**src/rtl/snp_ni_pkg.sv**
```systemverilog
package snp_ni_pkg;
    localparam int unsigned FLIT_W = 32;
    localparam int unsigned NID_W  = 4;

    typedef struct packed {
        logic [12:0]      pad;
        logic [2:0]       prot;
        logic [3:0]       snp;
        logic [NID_W-1:0] tid;
        logic [NID_W-1:0] dst;
        logic [NID_W-1:0] src;
    } hdr_t;
endpackage

```
**src/rtl/ni_addr_map.sv**
```systemverilog
module ni_addr_map
    import snp_ni_pkg::*;
#(
    parameter int unsigned ADDR_W = 32,
    parameter int unsigned NREG   = 3,
    parameter logic [NREG-1:0][ADDR_W-1:0] RGN_LO = '0,
    parameter logic [NREG-1:0][ADDR_W-1:0] RGN_HI = '0,
    parameter logic [NREG-1:0][NID_W-1:0]  RGN_ID = '0,
    parameter logic [NID_W-1:0] DEFAULT_ID = '0
) (
    input  logic [ADDR_W-1:0] addr,
    output logic [NID_W-1:0]  dst
);
    // scan from the top so the lowest matching index is the last to write
    always_comb begin
        dst = DEFAULT_ID;
        for (int i = int'(NREG) - 1; i >= 0; i--) begin
            if (addr >= RGN_LO[i] && addr <= RGN_HI[i]) begin
                dst = RGN_ID[i];
            end
        end
    end
endmodule

```
**src/rtl/ni_pktz.sv**
```systemverilog
module ni_pktz
    import snp_ni_pkg::*;
#(
    parameter int unsigned ADDR_W  = 32,
    parameter logic [NID_W-1:0] NODE_ID = '0
) (
    input  logic              clk,
    input  logic              rst_n,
    input  logic              in_valid,
    output logic              in_ready,
    input  logic [ADDR_W-1:0] in_addr,
    input  logic [3:0]        in_snp,
    input  logic [2:0]        in_prot,
    input  logic [NID_W-1:0]  in_tid,
    input  logic [NID_W-1:0]  in_dst,
    output logic              fl_valid,
    input  logic              fl_ready,
    output logic [FLIT_W-1:0] fl_data,
    output logic              fl_first,
    output logic              fl_last
);
    localparam int unsigned AWORDS = (ADDR_W + FLIT_W - 1) / FLIT_W;
    localparam int unsigned NFLITS = AWORDS + 1;
    localparam int unsigned CNT_W  = $clog2(NFLITS);
    localparam logic [CNT_W-1:0] LAST_IDX = CNT_W'(NFLITS - 1);

    typedef struct packed {
        logic                           busy;
        logic [CNT_W-1:0]               idx;
        logic [NFLITS-1:0][FLIT_W-1:0]  flits;
    } st_t;

    st_t st_d, st_q;
    hdr_t hdr;
    logic [AWORDS*FLIT_W-1:0] apad;

    always_comb begin
        hdr      = '0;
        hdr.src  = NODE_ID;
        hdr.dst  = in_dst;
        hdr.tid  = in_tid;
        hdr.snp  = in_snp;
        hdr.prot = in_prot;
        apad     = '0;
        apad[ADDR_W-1:0] = in_addr;

        st_d = st_q;
        if (st_q.busy) begin
            if (fl_ready) begin
                if (st_q.idx == LAST_IDX) begin
                    st_d.busy = 1'b0;
                end else begin
                    st_d.idx = st_q.idx + 1'b1;
                end
            end
        end else if (in_valid) begin
            st_d.busy     = 1'b1;
            st_d.idx      = '0;
            st_d.flits[0] = hdr;
            for (int w = 0; w < int'(AWORDS); w++) begin
                st_d.flits[w+1] = apad[w*FLIT_W +: FLIT_W];
            end
        end
    end

    always_ff @(posedge clk) begin
        if (!rst_n) begin
            st_q <= '0;
        end else begin
            st_q <= st_d;
        end
    end

    assign in_ready = !st_q.busy;
    assign fl_valid = st_q.busy;
    assign fl_data  = st_q.flits[st_q.idx];
    assign fl_first = (st_q.idx == '0);
    assign fl_last  = (st_q.idx == LAST_IDX);


    fl_hold_chk: assert property (@(posedge clk) disable iff (!rst_n)
        fl_valid && !fl_ready |=> fl_valid && $stable(fl_data) && $stable(fl_last))
        else $error("offered flit changed under backpressure");


    reopen_chk: assert property (@(posedge clk) disable iff (!rst_n)
        fl_valid && fl_ready && fl_last |=> in_ready && !fl_valid)
        else $error("beat side not reopened after last flit");


    lead_flit_chk: assert property (@(posedge clk) disable iff (!rst_n)
        $rose(fl_valid) |-> fl_first && !fl_last)
        else $error("packet did not start with header flit");
endmodule

```
**src/rtl/ni_depktz.sv**
```systemverilog
module ni_depktz
    import snp_ni_pkg::*;
#(
    parameter int unsigned ADDR_W = 32
) (
    input  logic              clk,
    input  logic              rst_n,
    input  logic              fl_valid,
    output logic              fl_ready,
    input  logic [FLIT_W-1:0] fl_data,
    input  logic              fl_first,
    input  logic              fl_last,
    output logic              out_valid,
    input  logic              out_ready,
    output logic [ADDR_W-1:0] out_addr,
    output logic [3:0]        out_snp,
    output logic [2:0]        out_prot,
    output logic [NID_W-1:0]  out_tid,
    output logic [NID_W-1:0]  out_src
);
    localparam int unsigned AWORDS = (ADDR_W + FLIT_W - 1) / FLIT_W;
    localparam int unsigned WI_W   = $clog2(AWORDS + 1);

    typedef struct packed {
        logic                           hold;
        logic [WI_W-1:0]                widx;
        hdr_t                           hdr;
        logic [AWORDS-1:0][FLIT_W-1:0]  words;
    } st_t;

    st_t st_d, st_q;
    logic [AWORDS*FLIT_W-1:0] flat;

    always_comb begin
        st_d = st_q;
        if (st_q.hold) begin
            if (out_ready) begin
                st_d.hold = 1'b0;
            end
        end else if (fl_valid) begin
            if (fl_first) begin
                st_d.hdr  = fl_data;
                st_d.widx = '0;
            end else begin
                if (st_q.widx < WI_W'(AWORDS)) begin
                    st_d.words[st_q.widx] = fl_data;
                end
                st_d.widx = st_q.widx + 1'b1;
            end
            if (fl_last) begin
                st_d.hold = 1'b1;
            end
        end
    end

    always_ff @(posedge clk) begin
        if (!rst_n) begin
            st_q <= '0;
        end else begin
            st_q <= st_d;
        end
    end

    assign flat      = st_q.words;
    assign fl_ready  = !st_q.hold;
    assign out_valid = st_q.hold;
    assign out_addr  = flat[ADDR_W-1:0];
    assign out_snp   = st_q.hdr.snp;
    assign out_prot  = st_q.hdr.prot;
    assign out_tid   = st_q.hdr.tid;
    assign out_src   = st_q.hdr.src;


    eop_gate_chk: assert property (@(posedge clk) disable iff (!rst_n)
        $rose(out_valid) |-> $past(fl_valid && fl_last))
        else $error("beat valid without a closing flit");


    beat_hold_chk: assert property (@(posedge clk) disable iff (!rst_n)
        out_valid && !out_ready |=> out_valid && $stable(out_addr) && $stable(out_tid))
        else $error("rebuilt beat changed under backpressure");
endmodule

```
**src/rtl/snp_ni.sv**
```systemverilog
module snp_ni
    import snp_ni_pkg::*;
#(
    parameter int unsigned ADDR_W = 32,
    parameter int unsigned NREG   = 3,
    parameter logic [NID_W-1:0] NODE_ID    = 4'd3,
    parameter logic [NID_W-1:0] DEFAULT_ID = 4'd7,
    parameter logic [NREG-1:0][ADDR_W-1:0] RGN_LO =
        {32'h8000_0000, 32'h0000_0000, 32'h1000_0000},
    parameter logic [NREG-1:0][ADDR_W-1:0] RGN_HI =
        {32'hBFFF_FFFF, 32'h3FFF_FFFF, 32'h1FFF_FFFF},
    parameter logic [NREG-1:0][NID_W-1:0] RGN_ID = {4'd2, 4'd8, 4'd5}
) (
    input  logic              clk,
    input  logic              rst_n,
    input  logic              tx_valid,
    output logic              tx_ready,
    input  logic [ADDR_W-1:0] tx_addr,
    input  logic [3:0]        tx_snp,
    input  logic [2:0]        tx_prot,
    input  logic [3:0]        tx_tid,
    output logic              txf_valid,
    input  logic              txf_ready,
    output logic [31:0]       txf_data,
    output logic              txf_first,
    output logic              txf_last,
    input  logic              rxf_valid,
    output logic              rxf_ready,
    input  logic [31:0]       rxf_data,
    input  logic              rxf_first,
    input  logic              rxf_last,
    output logic              rx_valid,
    input  logic              rx_ready,
    output logic [ADDR_W-1:0] rx_addr,
    output logic [3:0]        rx_snp,
    output logic [2:0]        rx_prot,
    output logic [3:0]        rx_tid,
    output logic [3:0]        rx_src
);
    logic [NID_W-1:0] dst;

    ni_addr_map #(
        .ADDR_W(ADDR_W), .NREG(NREG), .RGN_LO(RGN_LO), .RGN_HI(RGN_HI),
        .RGN_ID(RGN_ID), .DEFAULT_ID(DEFAULT_ID)
    ) u_map (
        .addr(tx_addr),
        .dst (dst)
    );

    ni_pktz #(.ADDR_W(ADDR_W), .NODE_ID(NODE_ID)) u_pktz (
        .clk     (clk),
        .rst_n   (rst_n),
        .in_valid(tx_valid),
        .in_ready(tx_ready),
        .in_addr (tx_addr),
        .in_snp  (tx_snp),
        .in_prot (tx_prot),
        .in_tid  (tx_tid),
        .in_dst  (dst),
        .fl_valid(txf_valid),
        .fl_ready(txf_ready),
        .fl_data (txf_data),
        .fl_first(txf_first),
        .fl_last (txf_last)
    );

    ni_depktz #(.ADDR_W(ADDR_W)) u_depktz (
        .clk      (clk),
        .rst_n    (rst_n),
        .fl_valid (rxf_valid),
        .fl_ready (rxf_ready),
        .fl_data  (rxf_data),
        .fl_first (rxf_first),
        .fl_last  (rxf_last),
        .out_valid(rx_valid),
        .out_ready(rx_ready),
        .out_addr (rx_addr),
        .out_snp  (rx_snp),
        .out_prot (rx_prot),
        .out_tid  (rx_tid),
        .out_src  (rx_src)
    );
endmodule

```
**config.mk**
```make
export PLATFORM = sky130hd
export DESIGN_NAME = snp_ni
export DESIGN_NICKNAME = d
export VERILOG_FILES = /design/src/rtl/snp_ni_pkg.sv /design/src/rtl/ni_addr_map.sv /design/src/rtl/ni_pktz.sv /design/src/rtl/ni_depktz.sv /design/src/rtl/snp_ni.sv
export SDC_FILE = /design/constraint.sdc
export NUM_CORES = 1
export LEC_CHECK = 0
export ABC_CLOCK_PERIOD_IN_PS = 1790
export BUFFER_PORTS_ARGS = -buffer_cell sky130_fd_sc_hd__buf_2
export CORE_AREA = 2 2 94 96
export DETAILED_ROUTE_END_ITERATION = 8
export DIE_AREA = 0 0 96 98
export PLACE_DENSITY = 0.82
export REMOVE_ABC_BUFFERS = 1
export SLEW_MARGIN = 20
export SYNTH_ARGS = -nofsm -noshare
export SYNTH_HDL_FRONTEND = slang
export SYNTH_SLANG_ARGS = --single-unit
```
**constraint.sdc**
```tcl
create_clock -name clk -period 1.79 [get_ports clk]
set_input_delay 0.0895 -clock clk [delete_from_list [all_inputs] [get_ports clk]]
set_output_delay 0.0895 -clock clk [all_outputs]
set_load 0.005 [all_outputs]
```
# Yosys cells after proc, flatten, opt, wreduce, memory -nomap -nowiden
# Index checks and enable logic that the tools add are counted.
word_totals:
  out_inout_bits: 85
  reg_bits: 117
op_classes:
  bitwise_logic: 4
  n_mux: 20
  addsub: 2
  magnitude_cmp: 10
  eq_ne: 1
  n_reduce_logical: 12
ops:
  columns: ["cell", "count"]
  rows:
  - ["two-way mux 32 bit", 6]
  - ["two-way mux 66 bit", 2]
  - ["bitwise mux 32 bit", 1]
  - [">= comparator 32 x 1 -> 1 bit, second input constant", 1]
  - [">= comparator 32 x 29 -> 1 bit, second input constant", 1]
  - [">= comparator 32 bit, second input constant", 1]
  - ["less-or-equal comparator 32 x 29 -> 1 bit, second input constant", 1]
  - ["less-or-equal comparator 32 x 30 -> 1 bit, second input constant", 1]
  - ["less-or-equal comparator 32 bit, second input constant", 1]
  - ["two-way mux 4 bit", 2]
  - ["two-way mux 1 bit", 6]
  - ["AND reduction 2 bit", 3]
  - ["logical AND 1 bit", 4]
  - ["two-way mux 2 bit", 2]
  - ["inverter 1 bit", 4]
  - ["AND reduction 4 bit", 1]
  - ["two-way mux 3 bit", 1]
  - ["AND reduction 3 bit", 1]
  - ["adder 1 bit, second input constant", 2]
  - ["zero test 1 bit", 2]
  - ["< comparator 1 bit, second input constant", 2]
  - ["< comparator 1 x 2 -> 1 bit, second input constant", 1]
  - ["!= test 2 bit, second input constant", 1]
  - ["nonzero test 2 bit", 1]
  - [">= comparator 1 bit, second input constant", 1]

# Logic depth before layout (Yosys ltp)
depth:
  ltp_word: 8
  mapped_depth: 5
  depth_no_buf: 3

# By module
# From an unflattened synthesis, not the netlist that was laid out.
hier_totals:
  hier_cells: 528
  hier_area_um2: 4486.8
modules_own_cells:
  columns: ["module", "cells_per_inst", "seq_area_each_um2", "area_per_inst_um2", "instances"]
  rows:
  - ["ni_pktz", 256, 1001.0, 2274.7, 1]
  - ["ni_depktz", 267, 980.9, 2168.3, 1]
  - ["ni_addr_map", 5, 0.0, 43.8, 1]

# Least setup slack after synthesis
# Ideal clock, no wire load.
synth_timing:
  path_kind: "reg2out"
  start: "reg u_pktz.st_q (netlist bit u_pktz.fl_last)"
  end: "out txf_data[10]"
  stages_incl_launch_ff: 4
  n_path_buf: 2
  slack_ps: 640
  arrival_ps: 1060
  cell_sequence: "dfxtp_1 > buf_2 > buf_2 > mux2_2"
synth_via:
  elab_chain_cells: 2
synth_rtl:
  columns: ["element", "line_no", "source"]
  rows:
  - ["start: declaration", "ni_pktz.sv:33", "st_t st_d, st_q;"]
  - ["start signal: assignment", "ni_pktz.sv:70", "st_q <= st_d;"]
  - ["two-way mux 32 bit (not written as such) (2 in series)", "ni_pktz.sv:76", "assign fl_data = st_q.flits[st_q.idx];"]
  - ["end: declaration", "snp_ni.sv:24", "output logic [31:0] txf_data,"]
# No other way between the ends. The select of a mux whose other input is x is not followed.

# Final worst setup path
layout_timing:
  start: "reg u_pktz.st_q (netlist bit u_pktz.fl_last)"
  end: "out txf_data[18]"
# Same word-level chain as after synthesis.

==> impl_metrics.py <==
metrics = {
    "status": {
        "status": "complete, no violations",
    },
    "cts": {
        "clk_path_buf_depth": 2,
        "clk_pin_slew_ns": 0.09,
        "cts.repair.resized": 0,
        "clock_latency_ns": 0.35,
        "clock-sinks": 98,
        "clock-root-buffer": "clkbuf_8",
        "cts_tree": "done",
        "cts_hold_buf": 71,
        "numCtsBuffers": 9,
        "htreeDepth": 3,
        "cts_setup_buffers": 0,
    },
    "floorplanning": {
        "rows": 34,
        "die_w_um": 96,
        "initial_core_util_pct": 50.6,
        "design.die.area_um2": 9410,
        "die_h_um": 98,
        "core_um2": 8470,
        "io_pins": 168,
    },
    "drt": {
        "dr.pass1.iters": 6,
        "drc": 0,
        "num_vias": 4007,
        "wl_mm": 11.3,
        "drtIter0Drc": 120,
        "ant_nets": 0,
        "viasPerCell": 4.98,
        "avgRoutedWirePerCell_um": 14.0,
    },
    "sta": {
        "worst_slew_pin_slew_ns": 0.544,
        "fin_crit_sh_pct": 86.9,
        "finalCriticalPeriod_ns": 1.56,
        "hold_viol": 0,
        "max_freq_mhz": 643,
        "maxSlewHeadroom_pct": 63.8,
        "finalWorstSetupSlack_ns": 0.235,
        "slew_viol_final": 0,
        "clock_skew_ns": 0.0112,
        "finalSetupViolCount": 0,
        "grt_setup_unrepaired": "false",
    },
    "logic_synthesis": {
        "synth.distinct_cells": 31,
        "synth_warnings": 0,
        "avgSynthCellArea_um2": 8.20,
        "yosysSeqAreaShare_pct": 45.8,
        "syn-cell-area_um2": 4280,
        "syn_inst": 522,
        "synth_seq_cells": 98,
    },
    "critical_path": {
        "cp_max_fo": 24,
        "critical_path.startpoint": "u_pktz.fl_last",
        "worstPathRequired_ns": 1.70,
        "ff2ff_setup_slack_ns": 0.26,
        "crit_end": "txf_data[18]",
        "criticalPathCategory": "reg -> out",
        "regToRegEndpoint": "u_pktz.st_q[44]",
        "path_cells": "buf_4 -> mux2_2 -> buf_2",
        "startpoint_type": "flop",
        "rr_worst_depth": 4,
        "r2r-start": "u_pktz.fl_valid",
        "cpPeakStageDelay_ns": 0.40,
        "crit_path_top_delay_cell": "mux2_2",
        "worstPathArrival_ns": 1.47,
        "end_kind": "output port",
    },
    "cells_and_area": {
        "diodes": 0,
        "final_nets": 775,
        "synthToLayoutAreaGrowth_pct": 33.6,
        "drive_gt1_share_pct": 29.3,
        "fill_cells": 632,
        "post-route-util_pct": 67.6,
    },
    "global_route": {
        "grt_start_max_net_pins": 147,
        "grt.total_usage_pct": 23.4,
        "grt_pass1_vias": 3889,
        "overflow": 0,
        "grt_pass1_wl_mm": 17.6,
        "antenna_found_initial": 0,
    },
    "job": {
        "maxCapViolCount": 0,
    },
    "power": {
        "power.density_nw_per_um2": 787,
        "irDropWorstVdd_v": 0.000516,
        "p_leak_nw": 2.62,
    },
    "placed_design": {
        "dpl_worst_slack_ns": 0.346,
        "place.gp.congestion": 0.728,
        "dp_hpwl_mm": 6.37,
        "io_buffers": 167,
    },
    "worst_hold_path": {
        "hold_class": "in -> reg",
    },
}
==> layout make-up <==
class / instances / area [um^2] / area share [%]
well taps: 108 / 135 / 2.36
inverters: 5 / 18.8 / 0.328
multi-input cells: 332 / 1740 / 30.4
repair buffers: 246 / 1660 / 29.0
clock inverters: 4 / 50.0 / 0.875
clock buffers: 12 / 155 / 2.71
flip-flops and latches: 98 / 1960 / 34.3
==> worst max-delay path: cells and delay by family, from the launching register on <==
kind / cells / cell delay, ns
buf+inv: 2 / 0.39
flops: 1 / 0.33
mux: 1 / 0.40
==> cell usage in the layout, fill, tap and decap left out, types with 2 or more instances in the layout <==
master	Yosys	layout
a21boi_0	5	5
a21boi_1	38	38
and2_1	16	16
buf_12	0	4
buf_2	8	166
buf_4	53	4
clkbuf_8	0	11
clkinvlp_4	0	2
dfxtp_1	98	98
dlygate4sd3_1	0	72
inv_1	5	5
mux2_2	13	13
nand2_1	145	145
nand2b_1	2	2
nand3_1	48	48
nor2_1	2	2
nor2b_1	2	2
o21ai_0	46	46
o21ai_1	3	3
==> power breakdown <==
group | switching (W) | internal (W)
clock network | 0.000721 | 0.000722
registers | 0.0000661 | 0.00230
logic | 0.000331 | 0.000365
==> Yosys cell counts <==
| library cell | instances | area (um^2) |
|---|---|---|
| buf_1 | 1 | 3.75 |
| buf_2 | 8 | 40.0 |
| nor2b_2 | 1 | 8.76 |
| a21boi_1 | 38 | 285 |
| nor2b_1 | 2 | 12.5 |
| and2_1 | 16 | 100 |
| o21ai_0 | 46 | 230 |
| buf_4 | 53 | 398 |
| o21a_1 | 1 | 7.51 |
| a21oi_1 | 1 | 5.00 |
| clkbuf_2 | 1 | 5.00 |
| inv_1 | 5 | 18.8 |
| buf_6 | 4 | 45.0 |
| nor3_1 | 1 | 5.00 |
| a31oi_1 | 1 | 6.26 |
| nand3b_1 | 1 | 7.51 |
| mux2_2 | 13 | 146 |
| nor3b_1 | 1 | 7.51 |
| nand2_1 | 145 | 544 |
| o21ai_1 | 3 | 15.0 |
| o2111ai_1 | 1 | 8.76 |
| o22ai_1 | 1 | 6.26 |
| a21boi_0 | 5 | 37.5 |
| nand2b_1 | 2 | 12.5 |
| o211a_1 | 1 | 10.0 |
| clkbuf_1 | 20 | 75.1 |
| a22oi_1 | 1 | 7.51 |
| nor4b_4 | 1 | 23.8 |
| nand3_1 | 48 | 240 |
| dfxtp_1 | 98 | 1960 |
| nor2_1 | 2 | 7.51 |
==> worst min path at each step <==
| stage | startpoint | endpoint | cells after the start |
|---|---|---|---|
| 2_1_floorplan | txf_ready | u_pktz.fl_valid | 1 |
| 3_3_place_gp | txf_ready | u_pktz.fl_valid | 2 |
| 3_5_place_dp | rxf_data[7] | flop | 3 |
| 4_1_cts | tx_addr[12] | u_pktz.st_q[44] | 3 |
| 5_1_grt | tx_addr[3] | u_pktz.st_q[35] | 3 |
| 6_report | tx_addr[3] | u_pktz.st_q[35] | 3 |
==> cell families after synthesis <==
kind of cell    after synthesis  share of synthesized area, %
flops                        98                          45.8
simple gates                220                          22.6
buf+inv                      92                          13.7
mux                          13                          3.42
compound gates               99                          14.5
==> per-stage QoR <==
stage | instances | setup TNS, ns | cell area, um^2 | hold slack (ns) | power [W]
2_1_floorplan | 435 | -13.67 | 3720 | 0.197 | 0.00264
3_3_place_gp | 717 | 0 | 4800 | 0.299 | 0.00294
3_5_place_dp | 717 | 0 | 4800 | 0.311 | 0.00297
4_1_cts | 804 | 0 | 5710 | 0.00183 | 0.00452
5_1_grt | 805 | 0 | 5720 | 0.00695 | 0.00472
6_report | 805 | 0 | 5720 | 0.0162 | 0.00450
==> layer usage <==
layer	vias to the layer above	track usage (%)	part of all wire (%)
li1	1996	-	-
met1	1812	27.1	41
met2	175	40.4	48
met3	24	6.79	8.5
met4	0	8.13	1.9
met5	-	0	0
No activity file was read; power rests on OpenSTA's default activity.
